===== src/rtl/crt_pkg.sv =====
// Shared types and register map for the capture/reload timer.
// Assumes an 8-bit register bus and a counter twice that width.
package crt_pkg;
    localparam int BYTE_W = 8;
    localparam int ADDR_W = 3;

    localparam logic [ADDR_W-1:0] A_CTRL   = 3'd0;
    localparam logic [ADDR_W-1:0] A_CNT_LO = 3'd1;
    localparam logic [ADDR_W-1:0] A_CNT_HI = 3'd2;
    localparam logic [ADDR_W-1:0] A_HLD_LO = 3'd3;
    localparam logic [ADDR_W-1:0] A_HLD_HI = 3'd4;

    // Control register, MSB first; bit order is decoded by software.
    typedef struct packed {
        logic ovf_flag;   // 7
        logic trg_flag;   // 6
        logic rx_sel;     // 5
        logic tx_sel;     // 4
        logic trg_en;     // 3
        logic run;        // 2
        logic src_ext;    // 1
        logic cap_mode;   // 0
    } ctrl_t;
endpackage


===== src/rtl/crt_edge_sync.sv =====
// Synchronizes an asynchronous input with a flop chain and flags a
// falling edge (a high sample followed by a low one) for one cycle.
// Assumes the input is held at least two clock cycles per level.
module crt_edge_sync #(
    parameter int STAGES = 2
) (
    input  logic clk,
    input  logic rst_n,
    input  logic din,
    output logic fall
);
    logic [STAGES-1:0] chain;
    logic              prev;

    // Shift the asynchronous input through the synchronizer chain.
    always_ff @(posedge clk) begin
        if (!rst_n) chain <= '0;
        else        chain <= {chain[STAGES-2:0], din};
    end

    // Keep the previous synchronized sample for edge detection.
    always_ff @(posedge clk) begin
        if (!rst_n) prev <= 1'b0;
        else        prev <= chain[STAGES-1];
    end

    assign fall = prev & ~chain[STAGES-1];

    a_r4_single_fall: assert property (@(posedge clk) disable iff (!rst_n)
        fall |=> !fall);
endmodule


===== src/rtl/crt_prescaler.sv =====
// Divides the clock: one tick every DIV cycles while enabled; the phase
// restarts at zero whenever the enable drops. Assumes DIV > 1.
module crt_prescaler #(
    parameter int DIV = 12
) (
    input  logic clk,
    input  logic rst_n,
    input  logic enable,
    output logic tick
);
    localparam int PW = $clog2(DIV);
    localparam logic [PW-1:0] LAST = PW'(DIV - 1);

    logic [PW-1:0] phase;

    // Advance the phase counter, wrapping at DIV-1, clearing when idle.
    always_ff @(posedge clk) begin
        if (!rst_n || !enable) phase <= '0;
        else if (phase == LAST) phase <= '0;
        else                    phase <= phase + 1'b1;
    end

    assign tick = enable && (phase == LAST);

    a_r3_tick_spacing: assert property (@(posedge clk) disable iff (!rst_n)
        tick |=> !tick);
endmodule


===== src/rtl/crt_core.sv =====
// Count and holding registers with overflow, reload and capture.
// Byte writes from software take priority over hardware updates.
module crt_core
    import crt_pkg::*;
#(
    parameter int CNT_W = 2 * BYTE_W
) (
    input  logic              clk,
    input  logic              rst_n,
    input  logic              cnt_evt,
    input  logic              reload_mode,
    input  logic              trg_reload,
    input  logic              trg_capture,
    input  logic              wr_cnt_lo,
    input  logic              wr_cnt_hi,
    input  logic              wr_hld_lo,
    input  logic              wr_hld_hi,
    input  logic [BYTE_W-1:0] wbyte,
    output logic [CNT_W-1:0]  count,
    output logic [CNT_W-1:0]  hold,
    output logic              ovf
);
    logic [CNT_W-1:0] cnt_nxt;
    logic [CNT_W-1:0] hld_nxt;

    assign ovf = cnt_evt && (&count);

    // Next count and holding values from events, triggers and writes.
    always_comb begin
        cnt_nxt = count;
        hld_nxt = hold;
        if (cnt_evt) cnt_nxt = ovf ? (reload_mode ? hold : '0) : count + 1'b1;
        if (trg_reload)  cnt_nxt = hold;
        if (trg_capture) hld_nxt = count;
        if (wr_cnt_lo) cnt_nxt[BYTE_W-1:0]     = wbyte;
        if (wr_cnt_hi) cnt_nxt[CNT_W-1:BYTE_W] = wbyte;
        if (wr_hld_lo) hld_nxt[BYTE_W-1:0]     = wbyte;
        if (wr_hld_hi) hld_nxt[CNT_W-1:BYTE_W] = wbyte;
    end

    // Register the count and holding values.
    always_ff @(posedge clk) begin
        if (!rst_n) begin
            count <= '0;
            hold  <= '0;
        end else begin
            count <= cnt_nxt;
            hold  <= hld_nxt;
        end
    end

    a_r2_hold_when_idle: assert property (@(posedge clk) disable iff (!rst_n)
        (!cnt_evt && !trg_reload && !wr_cnt_lo && !wr_cnt_hi) |=> $stable(count));
    a_r5_overflow_reload: assert property (@(posedge clk) disable iff (!rst_n)
        (ovf && reload_mode && !trg_reload && !wr_cnt_lo && !wr_cnt_hi)
        |=> count == $past(hold));
    a_r6_overflow_to_zero: assert property (@(posedge clk) disable iff (!rst_n)
        (ovf && !reload_mode && !trg_reload && !wr_cnt_lo && !wr_cnt_hi)
        |=> count == '0);
    a_r6_capture: assert property (@(posedge clk) disable iff (!rst_n)
        (trg_capture && !wr_hld_lo && !wr_hld_hi) |=> hold == $past(count));
endmodule


===== src/rtl/crt_timer_top.sv =====
// Capture/reload timer top: control register, flags, interrupt, event
// source selection and serial tick routing. Reads are combinational.
module crt_timer_top
    import crt_pkg::*;
#(
    parameter int PRESCALE = 12,
    parameter int SYNC_STAGES = 2
) (
    input  logic              clk,
    input  logic              rst_n,
    input  logic              wr_en,
    input  logic [ADDR_W-1:0] wr_addr,
    input  logic [BYTE_W-1:0] wr_data,
    input  logic [ADDR_W-1:0] rd_addr,
    output logic [BYTE_W-1:0] rd_data,
    input  logic              event_in,
    input  logic              trig_in,
    input  logic              alt_ovf_in,
    output logic              irq,
    output logic              ovf_pulse,
    output logic              rx_tick,
    output logic              tx_tick
);
    localparam int CNT_W = 2 * BYTE_W;

    ctrl_t            ctrl;
    ctrl_t            ctrl_w;
    logic             wr_ctrl;
    logic             ev_fall;
    logic             trg_fall;
    logic             pre_tick;
    logic             cnt_evt;
    logic             baud;
    logic             trg_act;
    logic             ovf;
    logic [CNT_W-1:0] count;
    logic [CNT_W-1:0] hold;

    assign ctrl_w  = ctrl_t'(wr_data);
    assign wr_ctrl = wr_en && (wr_addr == A_CTRL);
    assign baud    = ctrl.rx_sel | ctrl.tx_sel;
    assign trg_act = ctrl.trg_en & trg_fall;
    assign cnt_evt = ctrl.run & (ctrl.src_ext ? ev_fall : pre_tick);

    crt_edge_sync #(.STAGES(SYNC_STAGES)) u_ev_sync (
        .clk(clk), .rst_n(rst_n), .din(event_in), .fall(ev_fall));

    crt_edge_sync #(.STAGES(SYNC_STAGES)) u_trg_sync (
        .clk(clk), .rst_n(rst_n), .din(trig_in), .fall(trg_fall));

    crt_prescaler #(.DIV(PRESCALE)) u_pre (
        .clk(clk), .rst_n(rst_n),
        .enable(ctrl.run & ~ctrl.src_ext), .tick(pre_tick));

    crt_core #(.CNT_W(CNT_W)) u_core (
        .clk(clk), .rst_n(rst_n),
        .cnt_evt(cnt_evt),
        .reload_mode(baud | ~ctrl.cap_mode),
        .trg_reload(trg_act & ~baud & ~ctrl.cap_mode),
        .trg_capture(trg_act & ~baud & ctrl.cap_mode),
        .wr_cnt_lo(wr_en && wr_addr == A_CNT_LO),
        .wr_cnt_hi(wr_en && wr_addr == A_CNT_HI),
        .wr_hld_lo(wr_en && wr_addr == A_HLD_LO),
        .wr_hld_hi(wr_en && wr_addr == A_HLD_HI),
        .wbyte(wr_data),
        .count(count), .hold(hold), .ovf(ovf));

    // Control register: software writes, hardware sets of the two flags win.
    always_ff @(posedge clk) begin
        if (!rst_n) begin
            ctrl <= '0;
        end else begin
            if (wr_ctrl) ctrl <= ctrl_w;
            if (ovf && !baud) ctrl.ovf_flag <= 1'b1;
            if (trg_act)      ctrl.trg_flag <= 1'b1;
        end
    end

    // Register the overflow so the pulse output is glitch-free.
    always_ff @(posedge clk) begin
        if (!rst_n) ovf_pulse <= 1'b0;
        else        ovf_pulse <= ovf;
    end

    assign irq     = ctrl.ovf_flag | ctrl.trg_flag;
    assign rx_tick = ctrl.rx_sel ? ovf_pulse : alt_ovf_in;
    assign tx_tick = ctrl.tx_sel ? ovf_pulse : alt_ovf_in;

    // Read multiplexer over the register map.
    always_comb begin
        case (rd_addr)
            A_CTRL:   rd_data = ctrl;
            A_CNT_LO: rd_data = count[BYTE_W-1:0];
            A_CNT_HI: rd_data = count[CNT_W-1:BYTE_W];
            A_HLD_LO: rd_data = hold[BYTE_W-1:0];
            A_HLD_HI: rd_data = hold[CNT_W-1:BYTE_W];
            default:  rd_data = '0;
        endcase
    end

    a_r9_no_flag_in_baud: assert property (@(posedge clk) disable iff (!rst_n)
        (baud && !ctrl.ovf_flag && !wr_ctrl) |=> !ctrl.ovf_flag);
    a_r10_ovf_sticky: assert property (@(posedge clk) disable iff (!rst_n)
        (ctrl.ovf_flag && !wr_ctrl) |=> ctrl.ovf_flag);
    a_r10_trg_sticky: assert property (@(posedge clk) disable iff (!rst_n)
        (ctrl.trg_flag && !wr_ctrl) |=> ctrl.trg_flag);
    a_r5_pulse_follows: assert property (@(posedge clk) disable iff (!rst_n)
        ovf_pulse |-> $past(cnt_evt));
    a_r8_no_flag_disabled: assert property (@(posedge clk) disable iff (!rst_n)
        (!ctrl.trg_en && !ctrl.trg_flag && !wr_ctrl) |=> !ctrl.trg_flag);
endmodule


===== config.mk =====
export PLATFORM = sky130hd
export DESIGN_NAME = crt_timer_top
export DESIGN_NICKNAME = d
export VERILOG_FILES = /design/src/rtl/crt_pkg.sv /design/src/rtl/crt_edge_sync.sv /design/src/rtl/crt_prescaler.sv /design/src/rtl/crt_core.sv /design/src/rtl/crt_timer_top.sv
export SDC_FILE = /design/constraint.sdc
export NUM_CORES = 1
export LEC_CHECK = 0
export ABC_AREA = 1
export BUFFER_PORTS_ARGS = -buffer_cell sky130_fd_sc_hd__buf_2
export CAP_MARGIN = 40
export CELL_PAD_IN_SITES_DETAIL_PLACEMENT = 1
export CELL_PAD_IN_SITES_GLOBAL_PLACEMENT = 1
export CORE_MARGIN = 2
export CORE_UTILIZATION = 30
export CTS_CLUSTER_SIZE = 10
export DETAILED_ROUTE_END_ITERATION = 10
export PLACE_DENSITY_LB_ADDON = 0.1
export SLEW_MARGIN = 0
export SYNTH_ARGS = -nofsm -noshare
export SYNTH_HDL_FRONTEND = slang
export SYNTH_SLANG_ARGS = --single-unit

===== constraint.sdc =====
create_clock -name clk -period 2.4 [get_ports clk]
set_input_delay 0.48 -clock clk [delete_from_list [all_inputs] [get_ports clk]]
set_output_delay 0.48 -clock clk [all_outputs]
set_load 0.05 [all_outputs]

# [After elaboration in Yosys (flattened, before gate mapping)]
# Cells that the tools add are included.
[totals] register_bits=51 input_bits=20 elab_cells=83
[op_classes] n_addsub=2 eq_ne=9 mux=16 bitwise=16 n_reduce_logical=22
[op_table] operator="16-bit 2-to-1 mux" n=5
[op_table] operator="8-bit 2-to-1 mux" n=5
[op_table] operator="8-bit case mux with 5 select lines" n=1
[op_table] operator="16-bit by 1-bit adder with 16-bit output, second input constant" n=1
[op_table] operator="16-bit AND reduction" n=1
[op_table] operator="3-bit by 2-bit equality test with 1-bit output, second input constant" n=4
[op_table] operator="1-bit AND" n=8
[op_table] operator="1-bit logical AND" n=8
[op_table] operator="2-bit nonzero test" n=4
[op_table] operator="3-bit by 1-bit equality test with 1-bit output, second input constant" n=2
[op_table] operator="3-bit equality test, second input constant" n=2
[op_table] operator="3-bit logical NOT" n=2
[op_table] operator="3-bit nonzero test" n=2
[op_table] operator="1-bit 2-to-1 mux" n=5
[op_table] operator="1-bit inverter" n=5
[op_table] operator="4-bit by 1-bit adder with 4-bit output, second input constant" n=1
[op_table] operator="4-bit equality test, second input constant" n=1
[op_table] operator="1-bit logical NOT" n=3
[op_table] operator="1-bit OR" n=3
[op_table] operator="2-bit OR reduction" n=1
[op_table] operator="1-bit logical OR" n=1

# [Longest topological paths before layout]
[logic_depth] word_depth=10 depth_mapped=12

# [Hierarchy]
# A second synthesis with hierarchy kept.
[unflattened] hier_cells=523 area_unflattened_um2=3349.5
[modules_own_cells] module="crt_core" instances=1 cells_per_inst=311 area_per_inst_um2=2072.0 seq_area_each_um2=640.6
[modules_own_cells] module="crt_timer_top" instances=1 cells_per_inst=168 area_per_inst_um2=910.9 seq_area_each_um2=180.2
[modules_own_cells] module="crt_prescaler" instances=1 cells_per_inst=22 area_per_inst_um2=186.4 seq_area_each_um2=80.1
[modules_own_cells] module="crt_edge_sync" instances=2 cells_per_inst=11 area_per_inst_um2=90.1 seq_area_each_um2=60.1

# [Worst setup path after synthesis]
# Ideal clock, no wire load.
[synth_timing] kind="input port to output port" start="in rd_addr[0]" end="out rd_data[0]" arrival_time_ps=1973 required_ps=1920 setup_slack_ps=-53 stages=4 n_path_buf=1 path_cell_list="clkbuf_1 > inv_1 > nand2_1 > o21ai_0"
[synth_between] elab_chain_cells=2
[synth_lines] item="start, declared" line_no="crt_timer_top.sv:14" rtl="input logic [ADDR_W-1:0] rd_addr,"
[synth_lines] item="3-bit equality test, or another cell as far along" line_no="crt_timer_top.sv:91" rtl="case (rd_addr)"
[synth_lines] item="8-bit case mux with 5 select lines (*)" line_no="crt_timer_top.sv:91"
[synth_lines] item="end, declared" line_no="crt_timer_top.sv:15" rtl="output logic [BYTE_W-1:0] rd_data,"
# Every way passes the cells marked *; elsewhere a longest branch is shown, timed or not.

# [Worst setup path in the final report]
[layout_timing] start="in rd_addr[0]" end="out rd_data[4]"
# The elaborated chain is that of the path after synthesis.

==> impl_metrics.yaml <==
status:
  outcome: "complete, no violations"
clocking:
  insertion_delay_ns: 0.30
  cts_tree: "yes"
  clock_sinks: 51
  hold_buffers: 0
  cts_root_buf: "clkbuf_8"
  clockBufferDepth: 2
  ctsResizeCount: 0
  htreeDepth: 2
  post-cts-setup-buffers: 0
  cts_buffers: 5
  clkTransAtPathRegs_ns: 0.10
placed_design:
  place_inst: 582
  portBuffers: 31
  gp_congestion: 0.8212
  place_area_um2: 3306
  dpl_worst_slack_ns: 0.1292
  dp_hpwl_um: 8645
layout:
  final_cells: 590
  layout-drive-gt1-share_pct: 17.07
  fin_util_pct: 35.42
  final_cell_mix: "nand2_1 (63), inv_1 (60), dfxtp_1 (51)"
  area_growth_syn_to_layout_pct: 15.88
  fill_cells: 1260
  antennaDiodeCount: 0
  fin_nets: 478
  final_common_cell: "nand2_1"
  final_cell_area_um2: 3415
global_route:
  grt_pass1_wl_um: 17990
  grt_max_degree: 29
  grt_overflow: 0
  antenna_found_initial: 0
  grt_pass1_vias: 3208
  track_usage_pct: 22.43
yosys:
  synthCells: 416
  synth_edf_count: 0
  ys_seq_area_share_pct: 34.65
  synth_fa_ha_area_share_pct: 0.8493
  synth_mux_area_share_pct: 0
  synthArstFlopShare_pct: 0
  yosys.area_share.xor_xnor_pct: 2.972
  ys_ff_latch: 51
  synth_top_family_by_area: "compound AO/OA/AOI/OAI gates"
  synth_warnings: 0
  syn_nets: 438
  syn_area_per_cell_um2: 7.083
  synth-compound-area-share_pct: 25.90
  syn_area_um2: 2947
  synth_cell_types: 36
  yosys.area_share.simple_pct: 24.80
  synthFlopType: "dfxtp_1"
floorplanning:
  fp.dieW_um: 103.1
  design.die.area_um2: 10630
  core_area_um2: 9639
  initial_core_util_pct: 30.57
  die_y_um: 103.1
  ios: 32
  rows: 36
sta:
  period_share_pct: 89.39
  slew_viol_final: 0
  finalSetupViolations: 0
  rsz0062_at_grt: "false"
  slew-limit-headroom_pct: 55.26
  skew_ns: 0.004459
  hold_ws_ns: 0.3578
  fmaxAchievable_mhz: 466.1
  min_period_ns: 2.145
  tns_ns: 0
  worst_pin_slew_ns: 0.6704
  final_hold_viol_count: 0
  fin_ws_ns: 0.2547
worst_setup_path:
  crit_family: "buffers and inverters"
  timing.rr.end: "u_core.count[6]$_SDFFE_PN0P_"
  end_kind: "output pin"
  worstPathRequired_ns: 1.92
  worst_ep_arrival_time_ns: 1.67
  cp_max_fo: 11
  slowest_delay_ns: 0.23
  critical_path_buf_inv_count: 3
  worstSetupPathType: "input pin to output pin"
  critPathLaunch: "rd_addr[0]"
  reg2reg_depth: 10
  path_cells: "buf_2 > inv_1 > nand3_2 > o21ai_0 > a221oi_1 > o21ai_0 > buf_2"
  r2r_setup_slack_ns: 0.32
  crit_slowest_cell: "buf_2"
  r2r-start: "u_core.count[0]$_SDFFE_PN0P_"
  cp-start-kind: "input pin"
routing:
  wl_per_cell_um: 18.95
  drt_pass1_iterations: 4
  drt_iter0_markers: 165
  vias_per_cell: 5.244
  via_count: 3094
  route.detailed.drc: 0
  wirelength_um: 11180
  detail-route-antenna-nets: 0
run:
  drv_cap: 0
power_and_ir_drop:
  powerDensity_nw_per_um2: 492.9
  p_total_mw: 1.683
  power.leakage_nw: 1.383
  irDropWorstVdd_mv: 0.2348
min_path:
  hp-start: "trig_in"
  hold_path_class: "input pin to flop"
  hold_depth: 3
  hold_end: "u_trg_sync.chain[0]$_SDFF_PN0_"
flip-flops by register name, indices dropped and copies added, names as in the netlist:
| register | flops |
|---|---|
| u_trg_sync.chain | 2 |
| u_ev_sync.chain | 2 |
| ovf_pulse | 1 |
| u_core.count | 16 |
| u_pre.phase | 4 |
| u_ev_sync.prev | 1 |
| u_trg_sync.prev | 1 |
| ctrl | 8 |
| u_core.hold | 16 |
Yosys cell counts, types with 2 or more instances:
master	n	area share (%)
o21ai_1	5	0.85
a221oi_1	7	2.1
nor2_1	37	4.7
nand2_1	63	8.0
dfxtp_1	51	35
a21oi_1	20	3.4
inv_2	4	0.51
ha_1	2	0.85
or2_2	2	0.42
nor3_1	3	0.51
nand3_1	32	5.4
nor2_2	6	1.3
inv_1	60	7.6
buf_2	2	0.34
o211ai_1	6	1.5
a31oi_1	19	4.0
nor3_2	2	0.68
xnor2_1	3	0.89
o21ai_0	35	5.9
clkbuf_1	9	1.1
nand4_1	5	1.1
o221ai_1	22	6.5
xor2_1	7	2.1
nand2_2	2	0.42
layer usage:
layer  share of wire [%]  vias up  GRT usage, %
li1                    -     1514             -
met1                  49     1488         32.20
met2                  45       76         35.96
met3                 4.8       16         2.915
met4                 1.4        0         4.757
met5                   0        -             0
cells by family (layout without fill, tap and decap cells):
family / count (synthesis) / count (layout)
compound gates: 118 / 118
xor+xnor: 10 / 10
fa+ha+maj: 2 / 2
buf+inv: 78 / 119
flops: 51 / 51
simple gates: 157 / 157
power by group:
part | internal, mW | switching [mW] | leakage [nW]
sequential | 0.873 | 0.0292 | 0.415
combinational | 0.0638 | 0.146 | 0.918
clock | 0.263 | 0.308 | 0.0505
total | 1.20 | 0.483 | 1.38
worst register-to-register path, delay by kind of cell, from the launching register on:
family                   cells  cell delay, ns
buffers and inverters        1            0.09
AND/OR/NAND/NOR              6            0.89
AO/OA/AOI/OAI                2            0.32
adder cells (fa/ha/maj)      1            0.24
flip-flops                   1            0.45
worst max-delay path by stage:
stage,endpoint,slack [ns],depth (start not counted)
floorplan,rd_data[0],-0.05,4
global placement,rd_data[0],0.23,7
detailed placement,rd_data[4],0.13,7
CTS,rd_data[4],0.13,7
global route,rd_data[6],0.07,7
finish,rd_data[4],0.25,7
final cells by class:
class	instances	area, um2	area share (%)
multi-input combinational	287	1612	47.20
sequential	51	1021	29.90
clock buffer	7	96.34	2.822
tap	133	166.4	4.874
timing repair buffer	46	267.8	7.842
inverter	65	244.0	7.145
clock inverter	1	7.507	0.2199
No activity file was read; power rests on OpenSTA's default activity.
